===== config.mk =====
export PLATFORM = sky130hd
export DESIGN_NAME = decade_stage
export DESIGN_NICKNAME = d
export VERILOG_FILES = /design/src/rtl/decade_pkg.sv /design/src/rtl/decade_datapath.sv /design/src/rtl/decade_control.sv /design/src/rtl/decade_stage.sv
export SDC_FILE = /design/constraint.sdc
export NUM_CORES = 1
export LEC_CHECK = 0
export BUFFER_PORTS_ARGS = -buffer_cell sky130_fd_sc_hd__buf_2
export CAP_MARGIN = 20
export CORE_AREA = 5 5 42 44
export DETAILED_ROUTE_END_ITERATION = 10
export DIE_AREA = 0 0 47 49
export GPL_TIMING_DRIVEN = 0
export HOLD_SLACK_MARGIN = 0.02
export PLACE_DENSITY = 0.5
export SYNTH_ARGS = -nofsm -noshare
export SYNTH_HDL_FRONTEND = slang
export SYNTH_HIERARCHICAL = 1
export SYNTH_SLANG_ARGS = --single-unit

===== constraint.sdc =====
create_clock -name clk -period 1.97 [get_ports clk]
set_input_delay 0.197 -clock clk [delete_from_list [all_inputs] [get_ports clk]]
set_output_delay 0.197 -clock clk [all_outputs]
set_load 0.01 [all_outputs]

===== src/rtl/decade_pkg.sv =====
package decade_pkg;

  // Strobes from the control to the datapath for one clock edge.
  typedef struct packed {
    logic doLoad;   // copy preset bus into the digit
    logic doStep;   // advance the digit by one (modulo)
  } stageCmd_t;

endpackage


===== src/rtl/decade_datapath.sv =====
module decade_datapath
  import decade_pkg::*;
#(
  parameter int WIDTH   = 4,
  parameter int MODULUS = 10
) (
  input  logic             clk,
  input  logic             clearN,
  input  stageCmd_t        cmd,
  input  logic [WIDTH-1:0] dataIn,
  output logic [WIDTH-1:0] count,
  output logic             atLast
);

  localparam logic [WIDTH-1:0] LAST_VAL = WIDTH'(MODULUS - 1);
  localparam logic [WIDTH-1:0] ONE_VAL  = WIDTH'(1);

  logic [WIDTH-1:0] digitQ;
  logic [WIDTH-1:0] stepVal;
  logic [WIDTH-1:0] nextVal;

  // A value at or past the last legal code wraps to zero.
  always_comb begin
    if (digitQ >= LAST_VAL) stepVal = '0;
    else                    stepVal = digitQ + ONE_VAL;
  end

  always_comb begin
    if (cmd.doLoad)      nextVal = dataIn;
    else if (cmd.doStep) nextVal = stepVal;
    else                 nextVal = digitQ;
  end

  always_ff @(posedge clk or negedge clearN) begin
    if (!clearN) digitQ <= '0;
    else         digitQ <= nextVal;
  end

  assign count  = digitQ;
  assign atLast = (digitQ == LAST_VAL);

endmodule


===== src/rtl/decade_control.sv =====
module decade_control
  import decade_pkg::*;
(
  input  logic      loadN,
  input  logic      advEn,
  input  logic      chainEn,
  input  logic      atLast,
  output stageCmd_t cmd,
  output logic      termCount
);

  // Load overrides both enables; stepping needs both enables.
  always_comb begin
    cmd.doLoad = !loadN;
    cmd.doStep = loadN && advEn && chainEn;
  end

  // Carry decode has no register, so a chain sees it in the same cycle.
  assign termCount = atLast && chainEn;

endmodule


===== src/rtl/decade_stage.sv =====
module decade_stage
  import decade_pkg::*;
#(
  parameter int WIDTH   = 4,
  parameter int MODULUS = 10
) (
  input  logic             clk,
  input  logic             clearN,
  input  logic             loadN,
  input  logic             advEn,
  input  logic             chainEn,
  input  logic [WIDTH-1:0] dataIn,
  output logic [WIDTH-1:0] count,
  output logic             termCount
);

  stageCmd_t cmd;
  logic      atLast;

  decade_control uCtrl (
    .loadN     (loadN),
    .advEn     (advEn),
    .chainEn   (chainEn),
    .atLast    (atLast),
    .cmd       (cmd),
    .termCount (termCount)
  );

  decade_datapath #(
    .WIDTH   (WIDTH),
    .MODULUS (MODULUS)
  ) uData (
    .clk    (clk),
    .clearN (clearN),
    .cmd    (cmd),
    .dataIn (dataIn),
    .count  (count),
    .atLast (atLast)
  );

endmodule


# Yosys cells after proc, flatten, opt, wreduce, memory -nomap -nowiden
# Index checks and enable logic that the tools add are counted.
# Widths: inputs -> output; s select.
# op_classes
n_reduce_logical	3
order_cmp	1
n_addsub	1
n_eq_ne	2
muxes	3
# ops
cell	count
$mux 4	3
$add 4x1->4 const B	1
$eq 4x4->1 const B	1
$ge 4x4->1 const B	1
$logic_and 1x1->1	3
$ne 2x1->1 const B	1
# totals
output_inout_bits	5
reg_bits	4
wordCells	11
inputBits	9

# Longest topological paths before layout
# Gate-level depths: netlist (run 1).
# depth
depth_word	4
mapped_depth	5
depth_no_buf	5

# Cells and area by module
# Netlist (run 1), hierarchy kept.
# modules_own_cells
mod	area_per_inst_um2	seq_area_each_um2	cells_per_inst	n_inst
decade_datapath	315.3	100.1	35	1
decade_control	16.3	0.0	3	1

# Worst setup path before layout (run 1)
# Ideal clock, no wire load.
# synth_path
path_type	reg-to-reg
from	register uData.digitQ[0] (netlist: uData/count[0])
to	register uData.digitQ[3] (netlist: uData/count[3])
stages_incl_launch_ff	5
period_less_slack_ns	1.284
t_arrival_ns	1.183
slack_ns	0.686
path_cell_list	dfrtp_1 ha_1 nor3b_2 nor2b_1 o311ai_2
# synth_via
elab_chain_cells	4
# synth_lines
item	line	rtl
start: declaration	decade_datapath.sv:18	logic [WIDTH-1:0] digitQ;
start signal: assignment	decade_datapath.sv:36	else digitQ <= nextVal;
$add 4x1->4 or $ge 4x4->1 (tied branches)	decade_datapath.sv:25, decade_datapath.sv:24	
$mux 4 (*)	decade_datapath.sv:24	if (digitQ >= LAST_VAL) stepVal = '0;
$mux 4 (*)	decade_datapath.sv:30	else if (cmd.doStep) nextVal = stepVal;
$mux 4 (*)	decade_datapath.sv:29	if (cmd.doLoad) nextVal = dataIn;
# Mark *: on every way between the ends. The rest lies on a longest branch, timed or not. The select of a mux whose other input is x is not followed.
# A chain may end at the register's enable or synchronous reset.

# Worst setup path in the final report (run 1)
# layout_path
from	register uData.digitQ[0] (netlist: uData/count[0])
to	output port termCount
# layout_via
elab_chain_cells	2
# layout_lines
item	line	rtl
$eq 4x4->1	decade_datapath.sv:40	assign atLast = (digitQ == LAST_VAL);
named net atLast	decade_stage.sv:18	logic atLast;
$logic_and 1x1->1	decade_control.sv:19	assign termCount = atLast && chainEn;
end: declaration	decade_stage.sv:14	output logic termCount
# The timed path passes the listed nets, and every way through them passes these cells.

==> results of run 1 <==
[cells by family (layout without fill, tap and decap cells)]
| kind of cell | count (synthesis) | count (layout) | synth area share |
|---|---|---|---|
| AO/OA/AOI/OAI | 9 | 9 | 0.204 |
| adder cells (fa/ha/maj) | 3 | 3 | 0.113 |
| AND/OR/NAND/NOR | 15 | 15 | 0.298 |
| flip-flops | 4 | 4 | 0.302 |
| buffers and inverters | 7 | 24 | 0.0830 |
[report_power, final]
part / total [mW] / internal (mW) / switching [mW] / leakage [nW]
Clock: 0.0985 / 0.0679 / 0.0306 / 0.0138
Combinational: 0.0694 / 0.0343 / 0.0351 / 0.168
Sequential: 0.104 / 0.0912 / 0.0128 / 0.0476
[placed cells by master (no fill, tap or decap), types with 2 or more instances in the layout]
| cell type | instances |
|---|---|
| a21oi_1 | 3 |
| and3b_1 | 2 |
| buf_2 | 14 |
| clkbuf_4 | 3 |
| dfrtp_1 | 4 |
| ha_1 | 3 |
| inv_1 | 6 |
| nand2_1 | 2 |
| nor2b_1 | 2 |
| nor3b_1 | 2 |
| o21ai_1 | 3 |
[area by class of cell]
| cell class | instances | area, µm² | area share |
|---|---|---|---|
| clock buffer | 3 | 22.5 | 0.0501 |
| multi-input combinational | 27 | 204 | 0.454 |
| buffer | 1 | 5.00 | 0.0111 |
| timing repair buffer | 14 | 75.1 | 0.167 |
| sequential | 4 | 100 | 0.223 |
| tap | 16 | 20.0 | 0.0446 |
| inverter | 6 | 22.5 | 0.0501 |
[cell usage after synthesis]
cell and number:
nand2_1 2, nor3b_2 1, a21oi_1 3, nand2b_1 1
nand3_1 1, inv_1 6, a32oi_1 1, nor2_1 1
and3b_1 2, nor3b_1 2, nand4_1 1, o31ai_2 1
o311ai_2 1, and3_1 1, ha_1 3, o21ai_1 3
dfrtp_1 4, nor2b_1 2, buf_2 1, and2_1 1
[worst max-delay path, cell delays in order, from the launching register on]
cell and delay, ns:
dfrtp_1 0.45, ha_1 0.26, nand2_1 0.06, nor2_1 0.03, and2_1 0.15, buf_2 0.13
[metal layers]
| layer | routed length (µm) | vias to the layer above | share of wire |
|---|---|---|---|
| met5 | 0 | - | 0 |
| met3 | 57 | 0 | 0.079 |
| li1 | - | 165 | - |
| met4 | 0 | 0 | 0 |
| met1 | 315 | 140 | 0.43 |
| met2 | 351 | 9 | 0.48 |
[metrics by stage]
step	instances	setup WS (ns)	power [mW]	cell area (µm²)	utilization
after floorplan	38	0.686	0.146	332	-
after global placement	67	0.582	0.174	417	0.297
after detailed placement	67	0.596	0.174	417	0.297
after CTS	71	0.447	0.279	449	0.321
after global routing	71	0.359	0.299	449	0.321
final	71	0.458	0.272	449	0.321
[worst paths after layout]
kind                                startpoint        endpoint  cells after the start
worst max-delay path            uData/count[0]       termCount                      5
worst min register to register  uData/count[0]  uData/count[0]                      1
min in group asynchronous               clearN  uData/count[2]                      2
worst max register to register  uData/count[0]  uData/count[3]                      4
worst min-delay path                 dataIn[3]  uData/count[3]                      3
max in group asynchronous               clearN  uData/count[0]                      2
[repair_timing]
action | in CTS | in global routing
endpoints found under the setup margin | 0 | 0
hold endpoints to repair | 4 | 0
hold buffers | 1 | 0
==> results by stage, run 1 <==
Power:
- In this run the power density over the cells is 605 nW/µm².
- VDD sags by at most 0.527 mV.
- The leakage power total is 0.229 nW.

Drt:
- After the first detailed-routing iteration, the DRC count stood at 4.
- In the routed design, unresolved DRC markers number 0.
- The first detailed-routing pass took 2 iterations.
- Summing over every cut layer, the via total after detailed routing is 314.
- The final routed wire length divided by cell count is 10.2 µm.
- The total wirelength of the detailed-routed design is 725 µm.
- The average vias per placed instance is 4.42.
- Once detail routing completed, the nets flagged for antenna violations numbered 0.

Clock network:
- CTS placed an instance of clkbuf_4 at the clock tree root.
- The total setup buffers inserted after CTS is 0.
- After clock tree synthesis, the repair step resized 0 gates.
- The longest clock path from root to sink contains 2 buffers.
- The clock insertion delay at the later pin of the skew report is 0.23 ns.
- The H-tree level count is 1.
- TritonCTS built the clock tree.
- The TritonCTS sink count is 4.
- After clock tree synthesis, the clock-pin slew on the worst setup and hold paths is 0.04 ns.
- Counting the buffers created by CTS gives 3.

Logic synthesis:
- The post-synthesis instance total is 38.
- The synthesized design contains 4 register bits.
- The synthesized design spends more area on one cell type than any other, namely dfrtp_1.
- The count of distinct cell types in the synthesized netlist is 20.
- The number of nets handed over by synthesis was 50.
- The portion of synthesized cell area occupied by the leading cell type is 0.302.
- The Yosys step of the flow raised 6 warnings.
- Dividing the synthesized area by the synthesized cell count gives 8.73 µm².
- After synthesis, the cell types taking the most area are dfrtp_1, ha_1, inv_1.
- The area of the mapped netlist is 332 µm².
- The fraction of the yosys area taken by sequential cells is 0.302.

Critical path:
- The setup check on the worst reg-to-reg path leaves a slack of 0.58 ns.
- Data arrives at the worst endpoint at 1.31 ns.
- The kind of end point of the critical path is an output pin.
- The category of the worst setup path launch point is a flop.
- The highest net fanout along the worst path is 7.
- The kind of critical path is flop to output pin.
- At the worst endpoint, the required time is 1.77 ns.

Floorplan:
- The die covers 2300 µm².
- In this run the count of I/O pins placed on the die edge is 14.
- In this run the vertical extent of the chip is 49 µm.
- The initialized floorplan defines 14 standard-cell rows.
- The floorplan die width is 47 µm.
- After floorplanning, the core was sized to cover 1400 µm².
- The initial standard-cell utilization of the core is 0.237.

Layout:
- The net count of the finished layout is 69.
- The fill cell instance count of the final layout is 167.
- The antenna diode instance count is 0.
- The register with the most flip-flops in the layout has 4 of them.
- Of the cells placed in the final design, the portion with a size suffix greater than 1 is 0.364.
- The layout overhead on the synthesized area is 35.5%.

Min path:
- The type of the most critical hold path is input port to flop.

Placed design:
- The routability congestion estimate is 0.702.
- The half-perimeter wire length after placement is 561 µm.
- During placement, the flow inserted port buffers numbering 13.

STA:
- In the finished design, the share of the clock period the worst path needs comes to 0.767.
- Setup violations remaining at the end of the flow were counted as 0.
- Measured against its own limit, the worst slew margin works out to 0.844.
- Based on the critical path, the design can be clocked at up to 0.662 GHz.
- The minimum period implied by the final worst setup slack is 1.51 ns.
- For the pin with the worst max-slew slack, the measured transition is 0.233 ns.
- The hold violation total from the final report came to 0.
- The final-report max-slew violation count was 0.
- The worst clock skew is 0.00405 ns.
- Setup repair after global routing left no endpoint under its margin.
- Hold timing on the final database bottoms out at a slack of 0.197 ns.
- In the final timing run, aggregate negative setup slack is 0 ns.

Global routing:
- The overall routing resource usage is 0.0749.
- The first global-routing pass estimated 1230 µm of wire.
- The met1 capacity usage during global routing is 0.0953.
- The via count of the first global-routing pass is 289.
- The global-route congestion overflow total is 0.
- For this run, global-route usage on met2 was measured as 0.102.
- The maximum number of pins on one net before global-route repair is 11.
- In the global route stage, met3 resource usage came out at 0.0664.
- The global routing stage identified its most utilized layer as met2.
- The number of antenna violations at the first check in global routing was 0.

Run:
- The total of max-cap violations is 0.

Status:
- The run finished with clean final reports.
Note: power is estimated with default switching activity, not from simulation.
==> inputs of run 2 (changes only) <==
Clock period 1.97 ns to 1.45 ns, I/O delays scaled along.
==> run 2 against run 1 <==
Net effect: clock power up 36%; first-iteration DRC count unchanged; wire length up 4.0%; sequential share of layout area fell by 1.1 points; sequential power up 36%; clock skew about the same; clock-buffer cell count unchanged; combinational power grew 57%; highest routed layer unchanged; worst hold slack worse by 0.056 ns.
==> results by stage, run 2 (synthesis gave the netlist of run 1 again) <==
Drt:
- The post-route DRC violation count is 0.
- In this run the remaining antenna-violating nets after routing total 0.
- The count of TritonRoute iterations in the first routing pass is 2.
- Detailed routing inserted a total of 322 vias.
- In the final routed layout, each cell accounts on average for 10.3 µm.
- The detailed router's first-iteration violation count is 4.
- For this block, the routed nets add up to 754 µm of wire.
- After detailed routing, the number of vias per cell comes to 4.41.

Critical path:
- The arrival time of data at the critical path endpoint is 1.22 ns.
- The highest net fanout along the worst path is 5.
- The kind of end point of the critical path is an output pin.
- The kind of critical path is flop to output pin.
- The worst setup path is launched from a flop.
- STA puts the critical path data required time at 1.31 ns.

Global routing:
- The global-route congestion overflow total is 0.
- The maximum number of pins on one net before global-route repair is 11.
- The global-route wire length before repair is 1230 µm.
- The number of antenna violations at the first check in global routing is 0.
- The via count of the first global-routing pass is 289.
- The overall routing resource usage is 0.0749.

STA:
- The total negative slack is 0 ns.
- The tightest hold path in the finished design has a slack of 0.141 ns.
- Setup violations remaining at the end of the flow were counted as 0.
- The hold violation total from the final report is 0.
- Counting I/O delays and the setup requirement, the final critical path takes 1.36 ns.
- The relative slew slack is 0.834.
- The final-report max-slew violation count is 0.
- Derived from the worst setup path, the maximum achievable clock frequency is 0.733 GHz.
- Across the routed clock network, the largest skew measured is 0.00403 ns.
- The ratio of final minimum period to clock period is 0.940.
- The transition time of the tightest slew-check pin is 0.248 ns.
- Setup repair after global routing could not meet its margin everywhere.

Clock network:
- The clock-pin transition on the worst setup and hold timing paths is 0.04 ns.
- The tree is rooted in a clkbuf_4.
- TritonCTS built the clock tree.
- Clock tree synthesis inserted a total of 3 buffers.
- The longest clock path from root to sink contains 2 buffers.
- The clock insertion delay at the later pin of the skew report is 0.23 ns.
- CTS built an H-tree with a depth of 1.
- The clock net in this run drives a total of 4 sinks.

Placed design:
- The count of input and output buffers is 13.
- The wire-length estimate of the detail-placed layout is 561 µm.
- The routability congestion estimate is 0.702.
- The number of placed instances, taps included, is 67.

Floorplan:
- In this run the vertical extent of the chip is 49 µm.
- The initial utilization of the core area, before any placement, comes to 0.237.
- The I/O pin total is 14.
- From left edge to right edge, the die measures 47 µm.
- The floorplan row count is 14.
- The die footprint is 2300 µm².
- The total area inside the core boundary comes to 1400 µm².

Power:
- VDD sags by at most 0.721 mV.
- The post-layout total power is 0.385 mW.
- The power per cell area is 805 nW/µm².
- The leakage power total is 0.237 nW.

Min path:
- The path class of the tightest hold or removal check is input port to flop.

Layout:
- The layout overhead on the synthesized area is 44.2%.
- The ratio of cells with drive above 1 in the final layout is 0.439.
- For this run, the share of the core covered by cells in the final layout is 0.341.
- The antenna diode instance count is 0.
- For this run, the number of standard cells in the final layout without fillers is 73.
- The net count reported at finish is 71.
- The number of flip-flops under the largest register name is 4.
- Leaving out fill and tap cells, the most frequent cells in the layout are buf_2, inv_1.
- The library cell used most frequently in the layout, excluding fill and tap cells, is buf_2.

Run:
- The tool flagged a number of max-cap violations equal to 0.

Status:
- The run finished with clean final reports.
run 2: power breakdown:
group	switching [mW]	internal [mW]	leakage, nW	total [mW]
Sequential	0.0168	0.125	0.0465	0.141
Clock	0.0419	0.0923	0.0138	0.134
Combinational	0.0537	0.0554	0.177	0.109
run 2: timing repair:
item                                    CTS  global route
endpoints found under the setup margin    1             3
buffers inserted                          0             2
gates resized for setup                   1             3
pin swaps                                 0             1
hold buffers                              1             0
hold endpoints to repair                  4             0
run 2: layout make-up:
class                   instances  area [µm²]
flip-flops and latches          4         101
inverters                       6        22.5
clock buffers                   3        22.5
well taps                      16        20.0
repair buffers                 16        90.1
multi-input cells              27         216
fillers                       163         923
plain buffers                   1        5.00
run 2: per-stage QoR:
step,worst slack (ns),instance area (µm²)
floorplan,0.166,332
detailed placement,0.0762,417
global placement,0.0615,417
global route,0.00140,478
CTS,0.00516,450
finish,0.0866,478
run 2: path summary, 6_finish.rpt:
check	from	end	slack [ns]	cells after the start
worst max-delay path	uData/count[1]	termCount	0.09	6
worst min-delay path	dataIn[3]	uData/count[3]	0.14	3
worst max register to register	uData/count[0]	uData/count[2]	0.11	5
worst min register to register	uData/count[0]	uData/count[3]	0.64	2
max in group asynchronous	clearN	uData/count[0]	1.07	2
min in group asynchronous	clearN	uData/count[2]	0.24	2
run 2: routing by layer:
layer	vias up	part of all wire	track usage	wire (µm)
met1	143	0.44	0.0953	330
met2	9	0.49	0.102	366
met3	0	0.076	0.0664	57
met5	-	0	0	0
li1	170	-	-	-
met4	0	0	0	0
run 2: critical path, cell delays in order, from the launching register on:
cell and delay (ns):
dfrtp_1 0.42, inv_2 0.10, ha_4 0.13, nand2_1 0.04
nor2_1 0.07, and2_1 0.11, buf_2 0.12
==> inputs of run 3 (changes only) <==
Settings changed: CTS_CLUSTER_DIAMETER from default to 40, GPL_TIMING_DRIVEN 0 to 1.
==> run 3 against run 2 <==
Net effect: via count is 5.9% higher; die area stayed put; critical path type is now flop to flop; sequential cell count stayed put.
==> results by stage, run 3 (synthesis gave the netlist of run 1 again) <==
Critical path:
- In this run the worst path has a maximum fanout of 3.
- The library cell contributing the largest single delay on the critical path is dfrtp_2.
- In this run the worst setup path begins at uData/count[0].
- STA classifies the critical path endpoint as a flop.
- The kind of critical path is flop to flop.
- The arrival time of data at the critical path endpoint is 1.57 ns.
- Walking the worst path, the cells encountered are buf_6, inv_2, ha_2, nor3b_4, nand3_1, a32oi_2.
- Broken down by cell family, the worst path's largest delay share belongs to flip-flops.
- STA classifies the critical path startpoint as a flop.
- The critical path data required time is 1.61 ns.
- In this design, the stage delay of the slowest critical-path cell is 0.43 ns.
- The worst register-to-register path begins at uData/count[0].
- The combined buffer and inverter count along the critical path is 2.

Clock network:
- The clock insertion delay at the later pin of the skew report is 0.24 ns.
- The number of buffers on the longest clock path is 2.
- TritonCTS built the clock tree.
- The TritonCTS sink count is 4.
- The clock-pin transition on the worst setup and hold timing paths is 0.04 ns.
- The library cell used as clock root buffer is clkbuf_4.
- The H-tree level count is 1.
- The clock buffer count from CTS is 3.

Placed design:
- In this run the tool buffered the top-level ports with 13 buffer cells.
- The routability congestion estimate is 0.748.
- After legalization and detailed placement, the total HPWL measured 595 µm.
- The number of cells after detailed placement is 66.

Global routing:
- Entering global routing, the biggest net connects 12 pins.
- The global-route wire length before repair is 1460 µm.
- The via count of the first global-routing pass is 298.
- The number of antenna violations at the first check in global routing is 0.
- Across every metal layer, demand over resource in global routing totals 0.0924.
- After global routing the overflow that remains totals 0.

Floorplan:
- The core area is 1400 µm².
- The floorplan die width is 47 µm.
- Measured along the y axis, the die boundary spans 49 µm.
- In this run the count of I/O pins placed on the die edge is 14.
- The die footprint is 2300 µm².
- For this configuration, the core starts out at a cell density of 0.237.
- The floorplan has 14 rows.

Drt:
- After the first detailed-routing iteration, the DRC count stood at 3.
- The total wirelength of the detailed-routed design is 895 µm.
- The post-route DRC violation count is 0.
- The count of TritonRoute iterations in the first routing pass is 4.
- In this run the remaining antenna-violating nets after routing total 0.
- The average vias per placed instance is 4.67.
- Dividing the detail-routed wire length by the instance count gives 12.3 µm.
- The routed via count is 341.

Layout:
- The number of antenna diodes in the final layout is 0.
- In the layout the commonest cells are buf_2, inv_1.
- Fill cells in the final layout number 156.
- Of the cells placed in the final design, the portion with a size suffix greater than 1 is 0.491.
- The commonest non-fill, non-tap cell in the layout is buf_2.
- From synthesis to final layout, the design area changed by 50.9%.
- The register with the most flip-flops in the layout has 4 of them.
- At the end of the flow, the number of nets in the layout was 71.
- The finished layout holds 73 standard cells, fillers aside.
- Measured on the finished design, the core utilization comes to 0.357.

Status:
- The flow ran to the end, and the final reports show no timing, DRC or antenna violations.

STA:
- Of the available clock period, the critical path in the final layout requires 0.973.
- Setup violations remaining at the end of the flow were counted as 0.
- The final-report max-slew violation count is 0.
- The transition time of the tightest slew-check pin is 0.343 ns.
- The minimum period implied by the final worst setup slack is 1.41 ns.
- The hold violation total from the final report is 0.
- Setup repair after global routing could not meet its margin everywhere.
- The relative slew slack is 0.771.
- Timing would allow up to 0.709 GHz.
- The worst clock skew is 0.00683 ns.

Power:
- For this design the ratio of total power to cell area is 820 nW/µm².
- The worst IR drop on VDD is 0.389 mV.
- Summed over all cells, the static leakage comes to 0.240 nW.

Min path:
- The start point of the worst hold path is dataIn[3].
- The worst hold path belongs to the class input port to flop.

Run:
- Max-cap violations in this run came to 0.
==> run 3: final cells by class <==
cell class | instances | area, µm² | share of cell area
Timing Repair Buffer | 17 | 101 | 0.202
Clock buffer | 3 | 22.5 | 0.0450
Multi-Input combinational cell | 27 | 233 | 0.465
Tap cell | 16 | 20.0 | 0.0400
Sequential cell | 4 | 101 | 0.202
Inverter | 6 | 22.5 | 0.0450
==> run 3: worst paths after layout <==
path | to | cells past startpoint | slack (ns)
min in group asynchronous | uData/count[2] | 2 | 0.24
max in group asynchronous | uData/count[0] | 2 | 1.07
min | uData/count[3] | 3 | 0.13
min reg2reg | uData/count[3] | 2 | 0.70
max | uData/count[2] | 6 | 0.04
max reg2reg | uData/count[2] | 6 | 0.04
==> run 3: power breakdown <==
part	internal [mW]	switching, mW	total (mW)
Sequential	0.124	0.0151	0.139
Combinational	0.0664	0.0647	0.131
Clock	0.0926	0.0469	0.140
==> run 3: timing repair <==
item / in CTS / in global routing
buffers inserted: 3 / 0
pin swaps: 0 / 2
resized for setup: 1 / 8
hold buffers: 1 / 0
hold endpoints to repair: 4 / 0
setup endpoints to repair: 1 / 3
==> run 3: metal layers <==
metal / up-vias / track usage / share of wire
met5: - / 0 / 0
met4: 0 / 0.0415 / 0
met3: 0 / 0.0664 / 0.073
met2: 10 / 0.122 / 0.50
met1: 160 / 0.111 / 0.42
li1: 171 / - / -
==> run 3: metrics by stage <==
stage                     worst slack, ns  area, µm²  hold slack [ns]  total power [mW]  TNS [ns]
after detailed placement           0.0805        412          -0.0396             0.236         0
after global placement             0.0924        412          -0.0406             0.237         0
after CTS                          0.0437        468            0.123             0.399         0
after global routing              -0.0313        500            0.126             0.454   -0.0624
after floorplan                     0.166        332           -0.151             0.198         0
final                              0.0396        500            0.128             0.410         0
==> run 3: tightest hold or removal path: cells and delay by family <==
| family | cells | cell delay, ns |
|---|---|---|
| buffers and inverters | 1 | 0.08 |
| and+or+nand+nor | 1 | 0.05 |
| AOI/OAI and AO/OA | 1 | 0.06 |
